File: config.mk
export PLATFORM = sky130hd
export DESIGN_NAME = dlog_to_int
export DESIGN_NICKNAME = d
export VERILOG_FILES = /design/src/rtl/dlog_to_int.sv
export SDC_FILE = /design/constraint.sdc
export NUM_CORES = 1
export LEC_CHECK = 0
export BUFFER_PORTS_ARGS = -buffer_cell sky130_fd_sc_hd__buf_2
export CORE_ASPECT_RATIO = 2
export CORE_UTILIZATION = 60
export CTS_CLUSTER_DIAMETER = 50
export CTS_CLUSTER_SIZE = 14
export DETAILED_ROUTE_END_ITERATION = 8
export PLACE_DENSITY = 0.77
export SLEW_MARGIN = 20
export SYNTH_ARGS = -nofsm -noshare
export SYNTH_HDL_FRONTEND = slang
export SYNTH_SLANG_ARGS = --single-unit
File: constraint.sdc
create_clock -name clk -period 12.8 [get_ports clk]
set_input_delay 0.64 -clock clk [delete_from_list [all_inputs] [get_ports clk]]
set_output_delay 0.64 -clock clk [all_outputs]
set_load 0.01 [all_outputs]
File: src/rtl/dlog_to_int.sv
module dlog_to_int #(
  parameter int W = 16
) (
  input  logic         clk,
  input  logic         rst_n,
  input  logic         start,
  input  logic [W-1:0] code,
  output logic         busy,
  output logic         done,
  output logic [W-1:0] result
);
  localparam int PW = $clog2(W);
  localparam int EW = W - 2;

  logic [PW-1:0] tz;
  always_comb begin
    tz = '0;
    for (int i = W - 1; i >= 0; i--)
      if (code[i]) tz = PW'(i);
  end

  logic [W-1:0]  above;
  logic [EW-1:0] e_in;
  logic          s_in;
  assign above = W'(code >> (32'(tz) + 1));
  assign e_in  = EW'(code >> (32'(tz) + 2));
  assign s_in  = above[0] ^ e_in[0];

  logic [PW-1:0] p_q;
  logic          s_q, zero_q;
  logic [EW-1:0] e_q;
  logic [W-1:0]  acc, base;

  logic [W-1:0] shifted, fin;
  assign shifted = acc << p_q;
  assign fin = zero_q ? '0 : (s_q ? W'(0) - shifted : shifted);

  always_ff @(posedge clk or negedge rst_n) begin
    if (!rst_n) begin
      busy   <= 1'b0;
      done   <= 1'b0;
      result <= '0;
      p_q    <= '0;
      s_q    <= 1'b0;
      zero_q <= 1'b0;
      e_q    <= '0;
      acc    <= '0;
      base   <= '0;
    end else begin
      done <= 1'b0;
      if (!busy) begin
        if (start) begin
          busy   <= 1'b1;
          p_q    <= tz;
          s_q    <= s_in;
          zero_q <= (code == '0);
          e_q    <= e_in;
          acc    <= W'(1);
          base   <= W'(3);
        end
      end else if (e_q == '0) begin
        busy   <= 1'b0;
        done   <= 1'b1;
        result <= fin;
      end else begin
        if (e_q[0]) acc <= acc * base;
        base <= base * base;
        e_q  <= e_q >> 1;
      end
    end
  end

  logic [W-1:0] low_mask;
  assign low_mask = (W'(1) << p_q) - W'(1);

  assert_zero_code_R1: assert property (@(posedge clk) disable iff (!rst_n)
    done && zero_q |-> result == '0);

  assert_trailing_zeros_R2: assert property (@(posedge clk) disable iff (!rst_n)
    done && !zero_q |-> ((result & low_mask) == '0) && result[p_q]);

  assert_busy_ignores_start_R7: assert property (@(posedge clk) disable iff (!rst_n)
    busy |=> $stable(p_q) && $stable(s_q) && $stable(zero_q));

  assert_done_single_R8: assert property (@(posedge clk) disable iff (!rst_n)
    done |=> !done);

  assert_result_hold_R8: assert property (@(posedge clk) disable iff (!rst_n)
    !busy |=> $stable(result));

  assert_finish_R9: assert property (@(posedge clk) disable iff (!rst_n)
    busy && e_q == '0 |=> done && !busy);

  assert_exclusive_R9: assert property (@(posedge clk) disable iff (!rst_n)
    busy |-> !done);
endmodule

==> results.txt, run 1 <==
Routed Antenna Nets: 0
total die area: 19900 sq um
synthesized cell area: 11600 sq um
PostCTS Resize Cnt: 0
CTS tree: built
Tightest Pin Transition: 967 ps
Critical Path Sink Type: register
Worst setup endpoint: base[15]
synthesized instance count: 1344
Synth top area share: 0.253
Rows: 71
maxcap violations: 0
most common cell in the netlist: inv_1
CP top delay family: adder cells
CTS root buffer: clkbuf_16
unrepaired setup endpoints after global routing: false
status: completed
Vias/cell: 5.73
Die Span X: 100 microns
setup bufs post-CTS: 0
R2R Path End: base[15]
final wirelength: 27400 microns
Final Critical Period: 6190 ps
worst min-delay path startpoint: result[14]
placed cell areas: 11900 sq um
initial antenna violation count: 0
share of synthesized registers carrying an async set or reset: 1.00
Max Freq: 162 MHz
largest net degree at the start of global routing: 71
register area share after synthesis: 0.151
I/O pins: 37
Reg2Reg Setup Slack: 6610 ps
hpwl dp: 21700 microns
crit start category: register
CTS max path bufs: 2
count of state elements after synthesis: 70
Die Span Y: 199 microns
most frequent CP cell: fa_1
Final period util: 0.484
final instance area: 12200 sq um
syn avg cell area: 8.64 sq um
GPL Wtd Cong: 0.905
top_reg_cell synth: dfrtp_1
CP Cell Sequence: nand2_1 -> fa_1 -> fa_1 -> inv_1 -> fa_1 -> inv_1 -> fa_1 -> inv_1 -> fa_1 -> inv_1 -> fa_1 -> inv_1 -> ha_1 -> and2_1 -> o21a_1 -> a41o_1 -> o41ai_1 -> xnor2_1 -> o21ai_0
Core Area: 18900 sq um
clock sinks: 70
Synth cell types: 67
vias in the first global route: 9916
worst-skew pair later-pin latency: 340 ps
top cells by area, synth: fa_1 25%, dfrtp_1 15%, ha_1 11%
Final Max Slew Viols: 0
Iteration-0 DRC Markers: 448
antenna cells: 0
Crit-path slowest cell: dfrtp_1
initial core utilization: 0.614
crit path launch: base[3]
FF-to-FF Start: base[3]
GRT overflow: 0
Avg WL per Cell: 17.3 microns
CP Data Required Time: 13000 ps
syn_nets: 1609
Port Buffers: 36
Slew headroom: 0.355
final worst slack: 6610 ps
WP buf/inv: 5
R2R cell count: 19
worst stage delay on the critical path: 940 ps
Worst-path clk slew: 70 ps
CTS buffer count: 9
Commonest cells post-synth: 237 x inv_1, 186 x nand2_1, 147 x fa_1
H-tree Lvls: 3
via count: 9075
CP Depth: 19
P&R area growth vs syn: 4.77%
Pre-Repair DR Iteration Count: 5
DRC errors left: 0
Layout Skew: 9.86 ps
total track usage: 0.304
number of enable flip-flop cells after synthesis: 0
Warnings, synthesis: 0
Fin. Hold Viols: 0
pre-CTS WS: 6630 ps
layout net count: 1590
WS Path Type: register to register
Setup TNS: 0 ps
Hold/Removal Path Class: register to register
first-pass GRT wire length: 47200 microns
crit path DAT: 6390 ps
Post-CTS Hold Buffers: 0
Fin Hold WS: 472 ps
endpoints failing setup: 0
share of layout cells above drive strength 1: 0.0737
Yosys top cell by area: fa_1
Worst Path Max Fanout: 27
## cell families after synthesis
group,Yosys count,share of synthesized area
XOR/XNOR,79,0.0596
AO/OA/AOI/OAI,178,0.0997
flip-flops,70,0.151
buffers and inverters,310,0.102
AND/OR/NAND/NOR,411,0.168
adder cells (fa/ha/maj),246,0.360
multiplexers,50,0.0594
## routing by layer
layer | track usage | up-vias | part of all wire
li1 | - | 4206 | -
met1 | 0.317 | 4485 | 0.35
met2 | 0.570 | 269 | 0.55
met3 | 0.0313 | 115 | 0.036
met4 | 0.190 | 0 | 0.063
met5 | 0 | - | 0
## worst min-delay path, cell delays in order, from the launching register on
cell     delay [ps]
dfrtp_1         330
nand2_1          50
o31ai_1          60
## how the worst min path moves through the flow
stage / to / slack [ps] / cells after the start
2_1_floorplan: acc[0] / 340 / 0
3_3_place_gp: result[12] / 460 / 2
3_5_place_dp: result[14] / 460 / 2
4_1_cts: result[14] / 480 / 2
5_1_grt: result[7] / 510 / 2
6_report: result[14] / 470 / 2
## layout by cell type (no fill, tap or decap), types with 10 or more instances in the layout
master	Yosys	routed
ha_1	99	99
nor2_1	58	58
dfrtp_1	70	70
nor3_1	10	10
and2_1	92	92
xor2_1	24	24
o21ai_0	65	64
inv_1	237	237
buf_2	3	36
mux2i_1	28	28
fa_1	147	147
nor2b_1	11	11
nand2_1	186	186
nand2b_1	13	13
xnor2_1	55	55
a21oi_1	28	28
mux4_2	14	14
## state kept, by name, indices dropped and copies added (netlist names)
signal / count
acc: 16
p_q: 4
s_q: 1
done: 1
busy: 1
zero_q: 1
result: 16
e_q: 14
base: 16
## area by class of cell
type	count	area [sq um]
multi-input cells	964	8680
fillers	1596	6750
flip-flops and latches	70	1750
inverters	237	890
well taps	255	319
repair buffers	43	233
clock buffers	9	225
clock inverters	7	73.8
## metrics by stage
stage	utilization	instances
floorplan	-	1344
global placement	0.627	1569
detailed placement	0.627	1569
CTS	0.643	1585
global route	0.643	1585
finish	0.643	1585
Power of run 1 is not shown: default switching activity piles up to over one toggle a cycle in this logic, so the estimate is an artifact.
==> run 2: changes to the inputs <==
--- a/config.mk
+++ b/config.mk
@@ -5,6 +5,7 @@
 export SDC_FILE = /design/constraint.sdc
 export NUM_CORES = 1
 export LEC_CHECK = 0
+export ABC_AREA = 1
 export BUFFER_PORTS_ARGS = -buffer_cell sky130_fd_sc_hd__buf_2
 export CORE_ASPECT_RATIO = 2
 export CORE_UTILIZATION = 60
==> constraint.sdc (replaced) <==
create_clock -name clk -period 6.1 [get_ports clk]
set_input_delay 0.305 -clock clk [delete_from_list [all_inputs] [get_ports clk]]
set_output_delay 0.305 -clock clk [all_outputs]
set_load 0.01 [all_outputs]
==> results.txt, run 2 <==
Port Buffers: 36
CTS max path bufs: 2
final instance area: 12700 sq um
setup bufs post-CTS: 0
Rows: 72
vias in the first global route: 11.3k
Hold/Removal Path Class: primary input to asynchronous set/reset pin
Largest regs: acc: 16 flops, base: 16 flops, result: 16 flops
Core Area: 19500 sq um
most common cell in the netlist: nand2_1
unrepaired setup endpoints after global routing: false
R2R Path End: acc[15]
Layout Skew: 8.56 ps
status: completed
maxcap violations: 0
Pre-Repair DR Iteration Count: 5
clock sinks: 70
GPL Wtd Cong: 1.00
Fin. Hold Viols: 0
Crit-path slowest cell: dfrtp_2
total die area: 20700 sq um
Commonest cells post-synth: 428 x nand2_1, 396 x inv_1, 147 x fa_1
DRC errors left: 0
R2R cell count: 26
Yosys top cell by area: fa_1
Setup TNS: 0 ps
Final Max Slew Viols: 0
initial core utilization: 0.618
WS Path Type: register to register
Critical Path Sink Type: register
Worst Path Max Fanout: 20
share of layout cells above drive strength 1: 0.0680
Iteration-0 DRC Markers: 465
Worst setup endpoint: acc[15]
Final period util: 0.932
FF-to-FF Start: base[1]
antenna cells: 0
via count: 10.5k
share of synthesized registers carrying an async set or reset: 1.00
worst stage delay on the critical path: 590 ps
WP buf/inv: 6
P&R area growth vs syn: 5.54%
register area share after synthesis: 0.146
Avg WL per Cell: 16.1 microns
CTS tree: built
placed cell areas: 12400 sq um
largest net degree at the start of global routing: 71
synthesized instance count: 1657
top cells by area, synth: fa_1 24%, dfrtp_1 15%, nand2_1 13%
Tightest Pin Transition: 941 ps
most common cell after layout, fill and taps aside: nand2_1
Final Critical Period: 5680 ps
Slew headroom: 0.373
most frequent CP cell: nand2_1
crit start category: register
Synth cell types: 51
crit path launch: base[1]
first-pass GRT wire length: 51500 microns
GRT overflow: 0
Die Span Y: 202 microns
Reg2Reg Setup Slack: 420 ps
syn_nets: 1922
endpoints failing setup: 0
Routed Antenna Nets: 0
syn avg cell area: 7.26 sq um
final wirelength: 30900 microns
CTS buffer count: 9
layout net count: 1922
CP Data Required Time: 6330 ps
Max Freq: 176 MHz
Vias/cell: 5.45
number of enable flip-flop cells after synthesis: 0
H-tree Lvls: 3
synthesized cell area: 12000 sq um
Worst-path clk slew: 60 ps
top_reg_cell synth: dfrtp_1
most frequent cells in the layout: 428 x nand2_1, 396 x inv_1, 147 x fa_1
worst-skew pair later-pin latency: 350 ps
Die Span X: 102 microns
CTS root buffer: clkbuf_16
initial antenna violation count: 0
count of state elements after synthesis: 70
CP Depth: 26
hpwl dp: 25600 microns
total track usage: 0.327
I/O pins: 37
Warnings, synthesis: 0
CP top delay family: adder cells
Synth top area share: 0.245
crit path DAT: 5910 ps
==> run 2: kinds of logic after synthesis <==
logic type | Yosys count | synth area share
fa+ha+maj | 246 | 0.348
compound gates | 201 | 0.0973
buf+inv | 479 | 0.156
flops | 70 | 0.146
simple gates | 590 | 0.202
xor+xnor | 71 | 0.0517
==> run 2: worst min path at each step <==
stage,start,endpoint,slack (ps),cells past startpoint
floorplan,rst_n,acc[0],9,0
global placement,result[9],result[9],470,2
detailed placement,result[9],result[9],470,2
CTS,rst_n,result[15],120,1
global route,rst_n,result[15],180,1
finish,rst_n,result[15],90,1
==> run 2: final cells by class <==
cell class / count / area [sq um]
Clock buffer: 9 / 225
Clock inverter: 7 / 98.8
Fill cell: 1787 / 6760
Inverter: 408 / 1530
Multi-Input combinational cell: 1108 / 8400
Sequential cell: 70 / 1750
Tap cell: 259 / 324
Timing Repair Buffer: 60 / 363
==> run 2: metal layers <==
metal  routed length (microns)  track usage  vias to the layer above
li1                          -            -                     4986
met1                      9910        0.292                     4951
met2                     17000        0.620                      345
met3                      1010       0.0401                      195
met4                      2920        0.272                        0
met5                         0            0                        -
==> run 2: what timing repair did <==
| action | CTS | global route |
|---|---|---|
| hold endpoints to repair | 0 | 0 |
| endpoints found under the setup margin | 0 | 3 |
| resized for setup | 0 | 2 |
| hold buffers | 0 | 0 |
==> run 2: stage by stage <==
stage | hold WS [ps] | std cells | setup slack [ps] | utilization
global placement | 465 | 1905 | 412 | 0.636
floorplan | 9.41 | 1657 | 686 | -
global route | 175 | 1921 | 106 | 0.653
detailed placement | 474 | 1905 | 258 | 0.636
finish | 89.1 | 1921 | 417 | 0.653
CTS | 123 | 1921 | 242 | 0.653
Power of run 2 is left out for the same reason.
==> run 3: changes to the inputs <==
--- a/config.mk
+++ b/config.mk
@@ -13,6 +13,7 @@
 export CTS_CLUSTER_SIZE = 14
 export DETAILED_ROUTE_END_ITERATION = 8
 export PLACE_DENSITY = 0.77
+export RECOVER_POWER = 50
 export SLEW_MARGIN = 20
 export SYNTH_ARGS = -nofsm -noshare
 export SYNTH_HDL_FRONTEND = slang
==> results.txt, run 3 (synthesis results as in run 2) <==
status: finished with violations
failing checks: capacitance limit, slew limit
FF+latch area: 1750 sq um
hpwl dp: 25600 microns
via count: 10.4k
CTS buffer count: 9
H-tree Lvls: 3
total track usage: 0.327
Hold/Removal Path Class: primary input to register
Multi-input gate area: 8400 sq um
Largest regs: acc: 16 flops, base: 16 flops, result: 16 flops
most frequent cells in the layout: 428 x nand2_1, 396 x inv_1, 147 x fa_1
fillcell total: 1791
layout net count: 1922
Post-CTS Hold Buffers: 0
P&R area growth vs syn: 5.42%
GPL Wtd Cong: 1.00
Worst Path Max Fanout: 20
FF-to-FF Start: base[1]
largest net degree at the start of global routing: 71
Critical Path Sink Type: register
setup bufs post-CTS: 0
worst hold path depth: 4
initial antenna violation count: 0
worst min-delay path startpoint: code[0]
Final Max Slew Viols: 71
Slew headroom: -1.64
CTS root buffer: clkbuf_16
Fin. Hold Viols: 0
Layout Skew: 8.67 ps
Die Span X: 102 microns
Die Span Y: 202 microns
Pre-Repair DR Iteration Count: 5
WS Path Type: register to register
Final period util: 0.931
vias in the first global route: 11.3k
Max Freq: 176 MHz
crit start category: register
endpoints failing setup: 0
Rows: 72
maxcap violations: 1
DRC errors left: 0
I/O pins: 37
Setup TNS: 0 ps
GRT overflow: 0
antenna cells: 0
Routed Antenna Nets: 0
Tightest Pin Transition: 3960 ps
total die area: 20700 sq um
unrepaired setup endpoints after global routing: false
clock sinks: 70
most common cell after layout, fill and taps aside: nand2_1
Port Buffers: 36
crit path DAT: 5910 ps
Iteration-0 DRC Markers: 467
R2R Path End: acc[15]
CP Data Required Time: 6330 ps
Worst Hold Path EP: zero_q
Vias/cell: 5.44
worst-skew pair later-pin latency: 350 ps
CTS tree: built
first-pass GRT wire length: 51500 microns
CTS max path bufs: 2
final wirelength: 30900 microns
R2R cell count: 26
Final Critical Period: 5680 ps
Core Area: 19500 sq um
Avg WL per Cell: 16.1 microns
Reg2Reg Setup Slack: 420 ps
share of layout cells above drive strength 1: 0.0620
initial core utilization: 0.618
PostCTS Resize Cnt: 0
Worst-path clk slew: 60 ps
[run 3: layout make-up]
| cell class | count | area share |
|---|---|---|
| clock buffers | 9 | 0.0178 |
| clock inverters | 7 | 0.00779 |
| inverters | 408 | 0.121 |
| multi-input cells | 1108 | 0.662 |
| flip-flops and latches | 70 | 0.138 |
| well taps | 259 | 0.0255 |
| repair buffers | 60 | 0.0274 |
[run 3: worst max path at each step]
stage,startpoint,to,depth (start not counted)
5_1_grt,base[4],base[15],25
3_3_place_gp,base[1],base[14],23
3_5_place_dp,base[1],acc[15],26
2_1_floorplan,base[6],base[15],28
4_1_cts,base[1],acc[15],26
6_report,base[1],acc[15],26
[run 3: critical path, stage by stage (launching register included)]
cell and delay [ps]:
dfrtp_2 590, buf_4 270, nand2_1 80, inv_1 70, fa_1 540, inv_1 60
fa_1 530, inv_1 40, ha_1 180, fa_1 470, fa_1 550, inv_1 50
fa_1 480, inv_1 40, ha_1 320, nand2_1 100, o21ai_0 90, a21oi_1 250
nor2_1 90, o21ai_0 160, nand2_1 90, nand2_1 80, nand2_1 60, a21oi_1 160
nand2_1 70, nand2_1 80, o22ai_2 60
[run 3: metrics by stage]
step	instances	setup slack [ps]	hold WS, ps	utilization	cell area [sq um]
2_1_floorplan	1657	686	9.41	-	12000
3_3_place_gp	1905	412	465	0.636	12400
3_5_place_dp	1905	258	474	0.636	12400
4_1_cts	1921	242	123	0.653	12700
5_1_grt	1921	106	332	0.652	12700
6_report	1921	419	308	0.652	12700
[run 3: metal layers]
layer | track usage | routed length (microns) | vias to the layer above
met4 | 0.272 | 2860 | 0
li1 | - | - | 4985
met3 | 0.0401 | 982 | 183
met5 | 0 | 0 | -
met2 | 0.620 | 17100 | 336
met1 | 0.292 | 9920 | 4937
Power of run 3 is left out for the same reason.
